**config.mk**
```make
export PLATFORM = sky130hd
export DESIGN_NAME = async_char_sender
export DESIGN_NICKNAME = d
export VERILOG_FILES = /design/src/rtl/txs_pkg.sv /design/src/rtl/txs_hold_reg.sv /design/src/rtl/txs_shift_engine.sv /design/src/rtl/txs_line_drive.sv /design/src/rtl/async_char_sender.sv
export SDC_FILE = /design/constraint.sdc
export NUM_CORES = 1
export LEC_CHECK = 0
export ABC_AREA = 0
export BUFFER_PORTS_ARGS = -buffer_cell sky130_fd_sc_hd__buf_4
export CORE_MARGIN = 2
export CORE_UTILIZATION = 40
export DETAILED_ROUTE_END_ITERATION = 16
export PLACE_DENSITY = 0.63
export SETUP_SLACK_MARGIN = 0.5
export SLEW_MARGIN = 20
export SYNTH_ARGS = -nofsm -noshare
export SYNTH_HDL_FRONTEND = slang
export SYNTH_HIERARCHICAL = 1
export SYNTH_SLANG_ARGS = --single-unit
```
**constraint.sdc**
```tcl
create_clock -name clk -period 3.6 [get_ports clk]
set_clock_uncertainty 0.15 [all_clocks]
set_input_delay 0.18 -clock clk [delete_from_list [all_inputs] [get_ports clk]]
set_output_delay 0.18 -clock clk [all_outputs]
set_load 0.05 [all_outputs]
```
**src/rtl/txs_pkg.sv**
```systemverilog
// Shared types and helpers for the asynchronous serial transmitter.
// Assumes an 8-bit format byte whose field positions are fixed below.
package txs_pkg;

    localparam int CFG_LEN_LSB   = 0;
    localparam int CFG_STOP_BIT  = 2;
    localparam int CFG_PAR_EN    = 3;
    localparam int CFG_PAR_SEL   = 4;
    localparam int CFG_STICK     = 5;
    localparam int CFG_BREAK     = 6;

    typedef enum logic [2:0] {
        PH_IDLE,
        PH_START,
        PH_DATA,
        PH_PARITY,
        PH_STOP
    } tx_phase_e;

    typedef struct packed {
        logic [3:0] nbits;      // 5..8
        logic       par_en;
        logic       par_stick;
        logic       par_sel;    // even when non-stick, constant value when stick
        logic       stop_long;
    } frame_fmt_t;

    // Split the format byte into a frame description.
    function automatic frame_fmt_t decode_fmt(input logic [7:0] cfg);
        frame_fmt_t f;
        f.nbits     = 4'd5 + {2'b00, cfg[CFG_LEN_LSB +: 2]};
        f.par_en    = cfg[CFG_PAR_EN];
        f.par_stick = cfg[CFG_STICK];
        f.par_sel   = cfg[CFG_PAR_SEL];
        f.stop_long = cfg[CFG_STOP_BIT];
        return f;
    endfunction

    // Parity bit for the low nbits of a word under a given format.
    function automatic logic parity_of(input logic [7:0] d, input frame_fmt_t f);
        logic [7:0] m;
        for (int i = 0; i < 8; i++) begin
            m[i] = (i < int'(f.nbits)) ? d[i] : 1'b0;
        end
        if (f.par_stick) begin
            return f.par_sel;
        end
        return f.par_sel ? (^m) : ~(^m);
    endfunction

endpackage

```
**src/rtl/txs_hold_reg.sv**
```systemverilog
// One-entry holding register in front of the shift engine.
// Accepts a word only while empty; a write while full is dropped.
// Assumes take is only raised while full.
module txs_hold_reg #(
    parameter int DATA_W = 8
) (
    input  logic              clk,
    input  logic              rst_n,
    input  logic              wr_stb,
    input  logic [DATA_W-1:0] wr_data,
    input  logic              take,
    output logic              full,
    output logic [DATA_W-1:0] data
);

    // Track occupancy and capture accepted words.
    always_ff @(posedge clk) begin
        if (!rst_n) begin
            full <= 1'b0;
            data <= '0;
        end else if (full) begin
            if (take) begin
                full <= 1'b0;
            end
        end else if (wr_stb) begin
            full <= 1'b1;
            data <= wr_data;
        end
    end

endmodule

```
**src/rtl/txs_shift_engine.sv**
```systemverilog
// Shift engine: frames one word as start, data (LSB first), optional parity
// and stop interval, timed by a 16x-style tick enable. The format is latched
// when the word is taken. Assumes hold_data is valid while start_ok is high.
module txs_shift_engine
    import txs_pkg::*;
#(
    parameter int BIT_TICKS = 16
) (
    input  logic       clk,
    input  logic       rst_n,
    input  logic       tick,
    input  logic       start_ok,
    input  logic [7:0] hold_data,
    input  frame_fmt_t fmt,
    output logic       take,
    output logic       busy,
    output logic       line_bit
);

    localparam int CNT_W = $clog2(2 * BIT_TICKS + 1);
    localparam logic [CNT_W-1:0] T_ONE  = CNT_W'(BIT_TICKS);
    localparam logic [CNT_W-1:0] T_HALF = CNT_W'(BIT_TICKS + BIT_TICKS / 2);
    localparam logic [CNT_W-1:0] T_TWO  = CNT_W'(2 * BIT_TICKS);

    tx_phase_e        phase;
    logic [CNT_W-1:0] tcnt;
    logic [2:0]       bidx;
    logic [7:0]       shreg;
    frame_fmt_t       fmt_l;
    logic             par_bit;

    logic [CNT_W-1:0] stop_len;
    logic [CNT_W-1:0] dur;
    logic             bit_end;
    logic             last_data;

    // Length of the stop interval for the latched format.
    always_comb begin
        if (!fmt_l.stop_long) begin
            stop_len = T_ONE;
        end else if (fmt_l.nbits == 4'd5) begin
            stop_len = T_HALF;
        end else begin
            stop_len = T_TWO;
        end
    end

    // Duration of the current phase and end-of-phase detection.
    always_comb begin
        dur       = (phase == PH_STOP) ? stop_len : T_ONE;
        bit_end   = tick && (tcnt == dur - CNT_W'(1));
        last_data = ({1'b0, bidx} == fmt_l.nbits - 4'd1);
    end

    assign take = (phase == PH_IDLE) && start_ok;
    assign busy = (phase != PH_IDLE);

    // Sequence the phases of one character.
    always_ff @(posedge clk) begin
        if (!rst_n) begin
            phase   <= PH_IDLE;
            tcnt    <= '0;
            bidx    <= '0;
            shreg   <= '0;
            fmt_l   <= '0;
            par_bit <= 1'b0;
        end else if (phase == PH_IDLE) begin
            if (take) begin
                shreg   <= hold_data;
                fmt_l   <= fmt;
                par_bit <= parity_of(hold_data, fmt);
                tcnt    <= '0;
                bidx    <= '0;
                phase   <= PH_START;
            end
        end else if (tick) begin
            if (bit_end) begin
                tcnt <= '0;
                case (phase)
                    PH_START: phase <= PH_DATA;
                    PH_DATA: begin
                        shreg <= {1'b0, shreg[7:1]};
                        if (last_data) begin
                            phase <= fmt_l.par_en ? PH_PARITY : PH_STOP;
                        end else begin
                            bidx <= bidx + 3'd1;
                        end
                    end
                    PH_PARITY: phase <= PH_STOP;
                    default:   phase <= PH_IDLE;
                endcase
            end else begin
                tcnt <= tcnt + CNT_W'(1);
            end
        end
    end

    // Level the current phase puts on the line.
    always_comb begin
        case (phase)
            PH_START:  line_bit = 1'b0;
            PH_DATA:   line_bit = shreg[0];
            PH_PARITY: line_bit = par_bit;
            default:   line_bit = 1'b1;
        endcase
    end

endmodule

```
**src/rtl/txs_line_drive.sv**
```systemverilog
// Output stage: forces the spacing level while break is requested,
// otherwise passes the shift engine's level. Purely combinational so the
// override acts in the same cycle the request is seen.
module txs_line_drive (
    input  logic brk,
    input  logic line_bit,
    output logic txd
);

    // Break overrides whatever the engine is sending.
    always_comb begin
        txd = brk ? 1'b0 : line_bit;
    end

endmodule

```
**src/rtl/async_char_sender.sv**
```systemverilog
// Top of the asynchronous serial transmitter: holding register, shift
// engine, clear-to-send gate and break override. Assumes tick16 is a
// single-cycle enable and line_cfg is a static-or-slow control byte.
module async_char_sender
    import txs_pkg::*;
#(
    parameter int BIT_TICKS = 16
) (
    input  logic       clk,
    input  logic       rst_n,
    input  logic [7:0] line_cfg,
    input  logic       tick16,
    input  logic       wr_stb,
    input  logic [7:0] wr_data,
    input  logic       cts_gate_en,
    input  logic       cts_in,
    output logic       txd,
    output logic       hold_empty,
    output logic       tx_empty
);

    logic       hold_full;
    logic [7:0] hold_data;
    logic       take;
    logic       busy;
    logic       line_bit;
    logic       start_ok;
    frame_fmt_t fmt;

    // Decode format and gate new characters on clear-to-send.
    always_comb begin
        fmt      = decode_fmt(line_cfg);
        start_ok = hold_full && (!cts_gate_en || cts_in);
    end

    txs_hold_reg #(.DATA_W(8)) u_hold (
        .clk     (clk),
        .rst_n   (rst_n),
        .wr_stb  (wr_stb),
        .wr_data (wr_data),
        .take    (take),
        .full    (hold_full),
        .data    (hold_data)
    );

    txs_shift_engine #(.BIT_TICKS(BIT_TICKS)) u_engine (
        .clk       (clk),
        .rst_n     (rst_n),
        .tick      (tick16),
        .start_ok  (start_ok),
        .hold_data (hold_data),
        .fmt       (fmt),
        .take      (take),
        .busy      (busy),
        .line_bit  (line_bit)
    );

    txs_line_drive u_drive (
        .brk      (line_cfg[CFG_BREAK]),
        .line_bit (line_bit),
        .txd      (txd)
    );

    assign hold_empty = !hold_full;
    assign tx_empty   = !hold_full && !busy;

endmodule

```
==> results.json <==
{
  "status": "finished with violations",
  "violations": "negative hold slack",
  "cts_tree": "yes",
  "hold_violations": 1,
  "cts_buffers": 5,
  "dr.first_iter.drc_count": 54,
  "rsz0062_at_grt": "no",
  "post_cts_buffers": 0,
  "synthArstFlopShare_pct": 0,
  "power_density_nw_per_um2": 581,
  "clkLatencyLatePin_ps": 280,
  "drt_wl_total_mm": 3.77,
  "post-route-period-util_pct": 74.5,
  "first_global_vias": 1500,
  "via_per_inst": 4.90,
  "worst-r2r-setup-slack_ps": 920,
  "grt_overflow_total": 0,
  "regToRegEndpoint": "u_engine/shreg[6]$_SDFFE_PN0P_",
  "fp.coreArea_um2": 4820,
  "clk_pin_slew_ps": 70,
  "syn_inst": 236,
  "syn_area_um2": 2030,
  "synth.top_cell.area_share_pct": 35.5,
  "grt_pass1_wl_mm": 6.62,
  "start_util_pct": 42.1,
  "required_ps": 3630,
  "syn_nets": 265,
  "critPathMaxFanout": 16,
  "yosysWarnings": 6,
  "max_freq_ghz": 0.373,
  "setup_violations": 0,
  "synth_seq_cells": 36,
  "gp_congestion": 0.823,
  "postSynthAreaPerCell_um2": 8.60,
  "rr_startpoint": "u_engine/phase[1]$_SDFFE_PN0P_",
  "cts_resized": 0,
  "area_growth_pct": 16.2,
  "die_h_um": 75.2,
  "slew_viol_final": 0,
  "hold-worst-slack_ps": -2.58,
  "whs_endpoint": "u_hold/data[7]$_SDFFE_PN0P_",
  "final_layout_size_suffix_gt1_share_pct": 17.5,
  "final_cells": 330,
  "setup_tns_ps": 0,
  "vdd_ir_drop_max_mv": 0.285,
  "hpwl_mm": 2.72,
  "cts_root_buffer": "clkbuf_8",
  "worst_pin_slew_ps": 835,
  "die_area_um2": 5660,
  "synth_flop_cell": "dfxtp_1",
  "dpl.cell_count": 317,
  "cts_num_sinks": 36,
  "htree_levels": 2,
  "drc": 0,
  "cp.arrival_ps": 2710,
  "design_area_um2": 2360,
  "rows": 25,
  "hold_buffers": 5,
  "p_leak_nw": 0.992,
  "io_pins": 25,
  "reg2reg_depth": 9,
  "track_usage_pct": 15.3,
  "hp-start": "wr_data[7]",
  "synth_cell_types": 47,
  "path_class": "flip-flop to flip-flop",
  "first_pass_iters": 4,
  "clock_path_buffers": 2,
  "ant_nets": 0,
  "n_antenna_cell": 0,
  "slew_headroom_pct": 43.6,
  "dpl_cell_area_um2": 2210,
  "finalNetCount": 291,
  "grt_max_degree": 41,
  "startpoint_type": "flip-flop",
  "synth_top_area_cell": "dfxtp_1",
  "antenna_found_initial": 0,
  "yosysSeqAreaShare_pct": 35.5,
  "wire_per_inst_um": 11.4,
  "synth_area_leaders": "dfxtp_1 (36%), nand2_1 (9.6%), mux2i_1 (5.4%)",
  "route.vias.total": 1617,
  "cp-end-kind": "flip-flop",
  "numPortBuffers": 23,
  "synth_edf_count": 0,
  "post-route-min-period_ps": 2680,
  "drv_cap": 0,
  "hold_depth": 3,
  "die_w_um": 75.2,
  "hold_class": "primary input to flip-flop"
}
-- cells in the final DEF, fill, tap and decap left out, types with 2 or more instances in the layout --
| cell | count |
|---|---|
| xor2_1 | 8 |
| a21oi_1 | 5 |
| a31oi_1 | 2 |
| buf_4 | 24 |
| a22oi_1 | 2 |
| or3_1 | 2 |
| clkinv_2 | 2 |
| nor3_1 | 2 |
| nor2b_1 | 4 |
| o21ai_0 | 5 |
| nor2_1 | 13 |
| inv_1 | 7 |
| xnor2_1 | 11 |
| nand3_1 | 12 |
| inv_2 | 2 |
| a21boi_0 | 8 |
| ha_1 | 7 |
| nand2b_1 | 5 |
| mux2i_1 | 11 |
| o211a_1 | 8 |
| clkbuf_8 | 6 |
| nand2_1 | 52 |
| nand4_1 | 2 |
| dlygate4sd3_1 | 5 |
| dfxtp_1 | 36 |
-- power breakdown --
part	internal, W	total, W	switching, W
logic	0.000229	0.000529	0.000300
registers	0.000475	0.000546	0.0000705
clock network	0.000153	0.000294	0.000142
total	0.000857	0.00137	0.000512
-- flip-flops by register name, indices dropped and copies added (netlist names) --
register / cells
u_engine/bidx: 3
u_engine/fmt_l: 6
u_engine/par_bit: 1
u_engine/phase: 3
u_engine/shreg: 8
u_engine/tcnt: 6
u_hold/data: 8
u_hold/full: 1
-- critical path, cell delays in order, from the launching register on --
cell       delay [ps]
dfxtp_1           570
nand4bb_4         240
nor2_1             50
ha_1              300
xnor2_1           140
nand4_1           110
a211o_1           330
a21oi_4           390
nand3_1           140
o211a_1           160
-- logic make-up after synthesis --
kind of cell / Yosys count / share of synthesized area (%)
xor gates and xnor gates: 19 / 8.20
adders and majority gates: 7 / 4.32
muxes: 12 / 5.98
AOI/OAI and AO/OA: 40 / 15.4
and+or+nand+nor: 103 / 25.1
buffers and inverters: 19 / 5.55
DFF: 36 / 35.5
-- layout make-up --
| cell class | instances | area [um^2] |
|---|---|---|
| flip-flops and latches | 36 | 721 |
| inverters | 9 | 33.8 |
| multi-input cells | 181 | 1200 |
| clock inverters | 2 | 10.0 |
| repair buffers | 29 | 230 |
| clock buffers | 6 | 82.6 |
| well taps | 67 | 83.8 |
| fillers | 472 | 2460 |
-- cell usage after synthesis (2+ instances only) --
library cell / n
buf_6: 4
nor2_1: 13
inv_2: 2
nor3_1: 2
o211a_1: 8
nor2b_1: 4
a31oi_1: 2
nand3_1: 12
ha_1: 7
xor2_1: 8
dfxtp_1: 36
nand2_1: 52
or3_1: 2
a21boi_0: 8
clkbuf_1: 4
a21oi_1: 5
xnor2_1: 11
inv_1: 7
o21ai_0: 5
nand2b_1: 5
nand4_1: 2
mux2i_1: 11
a22oi_1: 2
-- metal layers --
| layer | global-route usage [%] | share of wire [%] |
|---|---|---|
| met2 | 25.4 | 46 |
| met4 | 5.85 | 1.5 |
| met1 | 19.2 | 47 |
| met3 | 3.75 | 5.0 |
| met5 | 0 | 0 |
-- how the worst max path moves through the flow --
| stage | startpoint | end | slack, ps | depth (start not counted) |
|---|---|---|---|---|
| 6_report | u_engine/phase[1]$_SDFFE_PN0P_ | u_engine/shreg[6]$_SDFFE_PN0P_ | 920 | 9 |
| 5_1_grt | u_engine/fmt_l[4]$_SDFFE_PN0P_ | u_engine/phase[0]$_SDFFE_PN0P_ | 700 | 10 |
| 4_1_cts | u_engine/fmt_l[4]$_SDFFE_PN0P_ | u_engine/shreg[6]$_SDFFE_PN0P_ | 880 | 10 |
| 3_5_place_dp | u_engine/fmt_l[4]$_SDFFE_PN0P_ | u_engine/shreg[5]$_SDFFE_PN0P_ | 920 | 10 |
| 3_3_place_gp | u_engine/phase[1]$_SDFFE_PN0P_ | u_engine/tcnt[0]$_SDFFE_PN0P_ | 920 | 9 |
| 2_1_floorplan | u_engine/fmt_l[4]$_SDFFE_PN0P_ | u_engine/shreg[4]$_SDFFE_PN0P_ | 1220 | 11 |
-- per-stage QoR --
| stage | power (W) | setup WS (ps) | util [%] |
|---|---|---|---|
| after global placement | 0.00107 | 923 | 46.0 |
| after global routing | 0.00147 | 700 | 48.9 |
| after floorplan | 0.000975 | 1220 | - |
| final | 0.00137 | 917 | 48.9 |
| after CTS | 0.00138 | 876 | 48.9 |
| after detailed placement | 0.00108 | 923 | 46.0 |
No activity file was read; power rests on OpenSTA's default activity.
